==> src/rtl/spi_rx_pkg.sv <==
package spi_rx_pkg;
  typedef enum logic [1:0] {
    WID_BYTE = 2'b00,
    WID_HALF = 2'b01,
    WID_WORD = 2'b10,
    WID_RSVD = 2'b11
  } width_e;

  // log2 of bytes; reserved code behaves as word
  function automatic logic [1:0] width_shift(logic [1:0] enc);
    case (enc)
      WID_BYTE: return 2'd0;
      WID_HALF: return 2'd1;
      default:  return 2'd2;
    endcase
  endfunction

  function automatic logic [2:0] width_bytes(logic [1:0] enc);
    return 3'd1 << width_shift(enc);
  endfunction
endpackage

==> src/rtl/spi_rx_packer.sv <==
module spi_rx_packer
  import spi_rx_pkg::*;
#(
  parameter int DATA_W = 32
) (
  input  logic              clk_i,
  input  logic              rst_ni,
  input  logic [1:0]        ch_enc_i,
  input  logic [1:0]        bus_enc_i,
  input  logic              item_valid_i,
  input  logic [DATA_W-1:0] item_data_i,
  input  logic              flush_i,
  output logic              push_o,
  output logic [DATA_W-1:0] push_data_o,
  output logic              pending_o
);
  localparam int LANES = DATA_W / 8;
  localparam int OFF_W = $clog2(LANES) + 2;

  logic [DATA_W-1:0] pack_q, merged, item_mask, shifted;
  logic [OFF_W-1:0]  off_q, off_nxt, ch_b, bus_b;
  logic              entry_done;

  assign ch_b  = OFF_W'(width_bytes(ch_enc_i));
  assign bus_b = OFF_W'(width_bytes(bus_enc_i));
  assign off_nxt    = off_q + ch_b;
  assign entry_done = off_nxt >= bus_b;

  always_comb begin
    item_mask = '0;
    for (int b = 0; b < LANES; b++) begin
      if (b < int'(ch_b)) item_mask[b*8 +: 8] = 8'hff;
    end
  end

  assign shifted = (item_data_i & item_mask) << {off_q, 3'b000};

  for (genvar g = 0; g < LANES; g++) begin : g_lane
    logic in_item;
    assign in_item = (OFF_W'(g) >= off_q) && (OFF_W'(g) < off_nxt);
    assign merged[g*8 +: 8] = in_item ? shifted[g*8 +: 8] : pack_q[g*8 +: 8];
  end

  always_comb begin
    push_o      = 1'b0;
    push_data_o = merged;
    if (item_valid_i) begin
      push_o = entry_done;
    end else if (flush_i && off_q != '0) begin
      push_o      = 1'b1;
      push_data_o = pack_q;
    end
  end

  always_ff @(posedge clk_i or negedge rst_ni) begin
    if (!rst_ni) begin
      pack_q <= '0;
      off_q  <= '0;
    end else if (item_valid_i) begin
      if (entry_done) begin
        pack_q <= '0;
        off_q  <= '0;
      end else begin
        pack_q <= merged;
        off_q  <= off_nxt;
      end
    end else if (flush_i && off_q != '0) begin
      pack_q <= '0;
      off_q  <= '0;
    end
  end

  assign pending_o = off_q != '0;
endmodule

==> src/rtl/spi_rx_store.sv <==
module spi_rx_store
  import spi_rx_pkg::*;
#(
  parameter int DATA_W      = 32,
  parameter int DEPTH_BYTES = 64,
  localparam int CNT_W      = $clog2(DEPTH_BYTES + 1),
  localparam int LVL_W      = $clog2(DEPTH_BYTES + 1)
) (
  input  logic              clk_i,
  input  logic              rst_ni,
  input  logic [1:0]        bus_enc_i,
  input  logic              push_i,
  input  logic [DATA_W-1:0] push_data_i,
  input  logic              pop_i,
  output logic [DATA_W-1:0] rd_data_o,
  output logic [CNT_W-1:0]  count_o,
  output logic [LVL_W-1:0]  level_o,
  output logic              overrun_o,
  output logic              underrun_o
);
  localparam int ENTRIES = DEPTH_BYTES;
  localparam int PTR_W   = $clog2(ENTRIES);

  logic [DATA_W-1:0] mem_q [ENTRIES];
  logic [PTR_W-1:0]  wptr_q, rptr_q;
  logic [CNT_W-1:0]  count_q, cap;
  logic              empty, full, pop_ok, push_ok;

  assign cap     = CNT_W'(DEPTH_BYTES >> width_shift(bus_enc_i));
  assign empty   = count_q == '0;
  assign full    = count_q >= cap;
  assign pop_ok  = pop_i && !empty;
  assign push_ok = push_i && (!full || pop_ok);

  function automatic logic [PTR_W-1:0] ptr_inc(logic [PTR_W-1:0] p);
    return (p == PTR_W'(ENTRIES - 1)) ? '0 : p + 1'b1;
  endfunction

  always_ff @(posedge clk_i) begin
    if (push_ok) mem_q[wptr_q] <= push_data_i;
  end

  always_ff @(posedge clk_i or negedge rst_ni) begin
    if (!rst_ni) begin
      wptr_q     <= '0;
      rptr_q     <= '0;
      count_q    <= '0;
      overrun_o  <= 1'b0;
      underrun_o <= 1'b0;
    end else begin
      if (push_ok) wptr_q <= ptr_inc(wptr_q);
      if (pop_ok)  rptr_q <= ptr_inc(rptr_q);
      case ({push_ok, pop_ok})
        2'b10:   count_q <= count_q + 1'b1;
        2'b01:   count_q <= count_q - 1'b1;
        default: count_q <= count_q;
      endcase
      if (push_i && !push_ok) overrun_o  <= 1'b1;
      if (pop_i && empty)     underrun_o <= 1'b1;
    end
  end

  assign rd_data_o = empty ? '0 : mem_q[rptr_q];
  assign count_o   = count_q;
  assign level_o   = LVL_W'(32'(count_q) << width_shift(bus_enc_i));
endmodule

==> src/rtl/spi_rx_trail.sv <==
module spi_rx_trail #(
  parameter int TRAIL_W = 10
) (
  input  logic               clk_i,
  input  logic               rst_ni,
  input  logic [TRAIL_W-1:0] reload_i,
  input  logic               item_i,
  input  logic               pending_i,
  input  logic               below_i,
  output logic               flush_o,
  output logic               expire_o
);
  logic [TRAIL_W-1:0] cnt_q;
  logic               flush_q, armed;

  assign armed    = pending_i && below_i && !flush_q;
  assign expire_o = armed && cnt_q == '0 && !item_i;

  always_ff @(posedge clk_i or negedge rst_ni) begin
    if (!rst_ni) begin
      cnt_q   <= '0;
      flush_q <= 1'b0;
    end else if (item_i) begin
      cnt_q   <= reload_i;
      flush_q <= 1'b0;
    end else begin
      if (expire_o)                 flush_q <= 1'b1;
      else if (flush_q && !pending_i) flush_q <= 1'b0;
      if (armed && cnt_q != '0)     cnt_q <= cnt_q - 1'b1;
    end
  end

  assign flush_o = flush_q;
endmodule

==> src/rtl/spi_rx_req.sv <==
module spi_rx_req #(
  parameter int LVL_W     = 7,
  parameter int CNT_W     = 7,
  parameter int LVL_N_W   = 6,
  parameter int BURST_LEN = 4
) (
  input  logic [LVL_W-1:0]   level_i,
  input  logic [CNT_W-1:0]   count_i,
  input  logic [LVL_N_W-1:0] lvl_n_i,
  input  logic               wide_i,
  input  logic               dma_en_i,
  input  logic               burst_i,
  input  logic               flush_i,
  output logic               hit_o,
  output logic               rx_ready_o,
  output logic               dma_req_o
);
  localparam int THR_W = LVL_N_W + 2;
  localparam int CMP_W = (THR_W > LVL_W) ? THR_W : LVL_W;

  logic [CMP_W-1:0] thr, lvl;
  logic             nonempty, ready, burst_ok;

  assign thr      = wide_i ? CMP_W'({lvl_n_i, 2'b00}) : CMP_W'(lvl_n_i);
  assign lvl      = CMP_W'(level_i);
  assign nonempty = level_i != '0;
  assign hit_o    = nonempty && lvl >= thr;
  assign ready    = hit_o || (flush_i && nonempty);
  assign burst_ok = (hit_o && 32'(count_i) >= BURST_LEN) || (flush_i && nonempty);

  assign rx_ready_o = !dma_en_i && ready;
  assign dma_req_o  = dma_en_i && (burst_i ? burst_ok : ready);
endmodule

==> src/rtl/spi_rx_fifo.sv <==
module spi_rx_fifo #(
  parameter int DATA_W      = 32,
  parameter int DEPTH_BYTES = 64,
  parameter int TRAIL_W     = 10,
  parameter int LVL_N_W     = 6,
  parameter int BURST_LEN   = 4
) (
  input  logic                               clk_i,
  input  logic                               rst_ni,
  input  logic [1:0]                         cfg_ch_width_i,
  input  logic [1:0]                         cfg_bus_width_i,
  input  logic [TRAIL_W-1:0]                 cfg_trail_cnt_i,
  input  logic [LVL_N_W-1:0]                 cfg_rx_lvl_i,
  input  logic                               cfg_wide_port_i,
  input  logic                               cfg_dma_en_i,
  input  logic                               cfg_dma_burst_i,
  input  logic                               sh_valid_i,
  input  logic [DATA_W-1:0]                  sh_data_i,
  input  logic                               rd_en_i,
  output logic [DATA_W-1:0]                  rd_data_o,
  output logic [$clog2(DEPTH_BYTES+1)-1:0]   level_o,
  output logic                               rx_ready_o,
  output logic                               dma_req_o,
  output logic                               overrun_o,
  output logic                               underrun_o
);
  localparam int LVL_W = $clog2(DEPTH_BYTES + 1);
  localparam int CNT_W = $clog2(DEPTH_BYTES + 1);

  logic              push, pack_pending, flush, expire, hit, pending;
  logic [DATA_W-1:0] push_data;
  logic [CNT_W-1:0]  count;

  spi_rx_packer #(.DATA_W(DATA_W)) u_pack (
    .clk_i, .rst_ni,
    .ch_enc_i    (cfg_ch_width_i),
    .bus_enc_i   (cfg_bus_width_i),
    .item_valid_i(sh_valid_i),
    .item_data_i (sh_data_i),
    .flush_i     (expire),
    .push_o      (push),
    .push_data_o (push_data),
    .pending_o   (pack_pending)
  );

  spi_rx_store #(.DATA_W(DATA_W), .DEPTH_BYTES(DEPTH_BYTES)) u_store (
    .clk_i, .rst_ni,
    .bus_enc_i  (cfg_bus_width_i),
    .push_i     (push),
    .push_data_i(push_data),
    .pop_i      (rd_en_i),
    .rd_data_o  (rd_data_o),
    .count_o    (count),
    .level_o    (level_o),
    .overrun_o  (overrun_o),
    .underrun_o (underrun_o)
  );

  assign pending = (level_o != '0) || pack_pending;

  spi_rx_trail #(.TRAIL_W(TRAIL_W)) u_trail (
    .clk_i, .rst_ni,
    .reload_i (cfg_trail_cnt_i),
    .item_i   (sh_valid_i),
    .pending_i(pending),
    .below_i  (!hit),
    .flush_o  (flush),
    .expire_o (expire)
  );

  spi_rx_req #(
    .LVL_W(LVL_W), .CNT_W(CNT_W), .LVL_N_W(LVL_N_W), .BURST_LEN(BURST_LEN)
  ) u_req (
    .level_i   (level_o),
    .count_i   (count),
    .lvl_n_i   (cfg_rx_lvl_i),
    .wide_i    (cfg_wide_port_i),
    .dma_en_i  (cfg_dma_en_i),
    .burst_i   (cfg_dma_burst_i),
    .flush_i   (flush),
    .hit_o     (hit),
    .rx_ready_o(rx_ready_o),
    .dma_req_o (dma_req_o)
  );
endmodule

==> config.mk <==
export PLATFORM = sky130hd
export DESIGN_NAME = spi_rx_fifo
export DESIGN_NICKNAME = d
export VERILOG_FILES = /design/src/rtl/spi_rx_pkg.sv /design/src/rtl/spi_rx_packer.sv /design/src/rtl/spi_rx_store.sv /design/src/rtl/spi_rx_trail.sv /design/src/rtl/spi_rx_req.sv /design/src/rtl/spi_rx_fifo.sv
export SDC_FILE = /design/constraint.sdc
export NUM_CORES = 2
export LEC_CHECK = 0
export BUFFER_PORTS_ARGS = -buffer_cell sky130_fd_sc_hd__buf_2
export CORE_MARGIN = 2
export CORE_UTILIZATION = 40
export CTS_CLUSTER_SIZE = 20
export DETAILED_ROUTE_END_ITERATION = 7
export PLACE_DENSITY = 0.55
export SETUP_SLACK_MARGIN = 0.4
export SYNTH_ARGS = -nofsm -noshare
export SYNTH_HDL_FRONTEND = slang
export SYNTH_SLANG_ARGS = --single-unit
==> constraint.sdc <==
create_clock -name clk_i -period 9.12 [get_ports clk_i]
set_input_delay 1.368 -clock clk_i [delete_from_list [all_inputs] [get_ports clk_i]]
set_output_delay 1.368 -clock clk_i [all_outputs]
set_load 0.01 [all_outputs]
==> summary.txt <==
Element type at the critical path start = flop
Max Clk Rate = 0.1571 GHz
Max cap viols = 0
Most frequent cell after synthesis = edfxtp_1
RePlAce Congestion = 0.8069
Synth Cell Area = 0.08282 mm^2
1st-iter DRT viols = 4723
Synth Area per Inst = 22.90 um^2
CP Capture Type = output port
Worst Hold Launch = u_store.overrun_o$_DFFE_PN0P_
Core area = 0.2064 mm^2
Cell Area, Placed = 0.08765 mm^2
DR pass1 iterations = 5
Most frequent cells after synthesis = 2048 x edfxtp_1, 640 x mux4_2, 128 x clkbuf_1, 127 x nor2_1, 85 x mux2i_1
Worst R2R Setup Slack = 3.34 ns
Gate Count Post-Synth = 3617
Worst-Skew Late Latency = 0.84 ns
Post-synth ARST share = 3.214%
Minimum clock period = 6.366 ns
Fin nets = 3927
Share of cells above drive strength 1 = 31.47%
Outcome = complete, no violations
Worst path top cell family by delay = multiplexers
Slew @ Worst Pin = 1.262 ns
Post-synth top area cell = edfxtp_1
Peak supply drop = 401.6 uV
Total gr overflow = 0
Final slew viol count = 0
Die height = 459.0 um
Seq/Total Area, Yosys = 76.31%
Fin. Hold Viols = 0
DRC violations left = 0
Static Leak = 29.54 nW
Tot Pwr = 0.03179 W
Clk buf depth = 3
CTS Sinks = 2116
CP cell instances = buf_12, buf_12, mux4_2, mux4_2, mux2i_1, o22ai_1, buf_2
Crit Path Max Fanout = 56
CP required = 7.75 ns
Vias = 38793
Post-route cell area = 0.09414 mm^2
Arr. time, crit path = 5.00 ns
Root Buffer = clkbuf_16
Via count of the first global-routing pass = 39064
Largest net degree at the start of global routing = 105
Post-Route WL = 217.8 mm
EDFF count, synth = 2048
Yosys warns = 0
Synth unique cells = 70
Slowest cell on the critical path = dfrtp_4
Main synth FF type = edfxtp_1
Post-CTS Hold Fix Bufs = 0
Top cells by area, synth = edfxtp_1 74%, mux4_2 17%, dfrtp_1 2.1%
CTS tree = built
Initial antenna violation count = 18
Critical Path Source = u_store.rptr_q[0]$_DFFE_PN0P_
RSZ-0062 raised after global routing = false
Post-route ant nets = 0
R2R Path Start = u_store.count_o[4]$_DFFE_PN0P_
DP HPWL = 127.8 mm
FP Rows = 167
Postcts setup bufs = 0
Global-route wire length before repair = 306.5 mm
Slew margin rel. = 15.86%
# resized after CTS = 0
Ports = 102
Crit path buffers/inverters = 3
Syn Nets = 3703
Vias/cell = 5.769
Syn-to-layout area delta = 13.67%
Sum of negative setup slack = 0 ns
Global-route usage over all layers = 20.65%
PortBufs = 101
#FFs+latches synth = 2116
Final period util = 69.81%
Critical Path Max Stage Delay = 0.87 ns
Yosys top cell area share = 74.26%
Final setup viols = 0
Die area = 0.2107 mm^2
CTS Buf Count = 205
CTS clk-pin slew, worst paths = 0.06 ns
Worst Path Class, Setup = flop to output port
Clock skew = 0.02552 ns
Worst hold path type = flop to flop
# H-tree levels = 4
DR WL/cell = 32.39 um
Finished Core Util = 45.60%
Starting Density = 40.12%
Die width = 459.0 um
Cell area power density = 337.7 mW/mm^2
## kinds of logic (layout without fill, tap and decap cells)
group,count (synthesis),in the layout,synth area share [%]
compound gates,203,203,1.567
xor+xnor,20,20,0.2115
fa+ha+maj,27,27,0.4260
buf+inv,215,608,1.029
flops,2116,2116,76.31
mux,748,748,18.76
other cells,1,11,0.004528
simple gates,287,287,1.688
## layer usage
layer	vias to the layer above	track usage [%]	share of wire (%)
li1	15902	-	-
met1	21319	28.98	42
met2	1311	34.19	50
met3	259	3.029	5.7
met4	2	4.954	2.2
met5	-	0	0.0073
## per-stage QoR
step / hold slack, ns / setup slack, ns / cells
6_report: 0.4663 / 2.754 / 6724
4_1_cts: 0.4735 / 2.557 / 6714
5_1_grt: 0.5001 / 2.507 / 6716
3_3_place_gp: 0.4422 / 2.313 / 6338
3_5_place_dp: 0.4553 / 2.273 / 6338
2_1_floorplan: 0.4606 / 2.590 / 3617
## cell usage in the layout, fill, tap and decap left out, types with 47 or more instances in the layout
cell / instances
buf_4: 107
clkinv_1: 55
buf_2: 100
edfxtp_1: 2048
mux2i_1: 85
nor2_4: 64
clkbuf_16: 208
nor2_1: 63
nand2_1: 78
clkbuf_1: 47
dfrtp_1: 63
mux4_2: 640
a21oi_1: 50
## layout make-up
class                           count  area [um^2]
Fill cell                       17072       112300
Sequential cell                  2116        63220
Multi-Input combinational cell   1286        19470
Clock buffer                      255         5381
Tap cell                         2704         3383
Timing Repair Buffer              218         1524
Clock inverter                    121         1085
Inverter                           14        52.55
Antenna cell                       10        25.02
## flip-flops by register name, indices dropped and copies added (netlist names)
signal / count
u_store.mem_q: 2048
u_store.count_o: 7
u_pack.pack_q: 32
u_trail.flush_o: 1
u_store.wptr_q: 6
u_trail.cnt_q: 10
u_store.rptr_q: 6
u_store.overrun_o: 1
u_pack.off_q: 4
u_store.underrun_o: 1
## power breakdown
| part | internal (W) | switching, W | leakage [nW] |
|---|---|---|---|
| Sequential | 0.0131 | 0.000408 | 19.6 |
| Combinational | 0.00316 | 0.00682 | 6.77 |
| Clock | 0.00470 | 0.00362 | 3.15 |
| Total | 0.0209 | 0.0108 | 29.5 |
## worst paths after layout
| check | end | cells after the start |
|---|---|---|
| setup / recovery | rd_data_o[1] | 7 |
| setup reg to reg | u_store.mem_q[25][15]$_DFFE_PP_ | 12 |
| hold reg to reg | u_store.overrun_o$_DFFE_PN0P_ | 1 |
| min in group asynchronous | u_store.rptr_q[0]$_DFFE_PN0P_ | 1 |
| max in group asynchronous | u_store.rptr_q[1]$_DFFE_PN0P_ | 1 |
| hold / removal | u_store.overrun_o$_DFFE_PN0P_ | 1 |
Power figures use the tool's default switching activity.
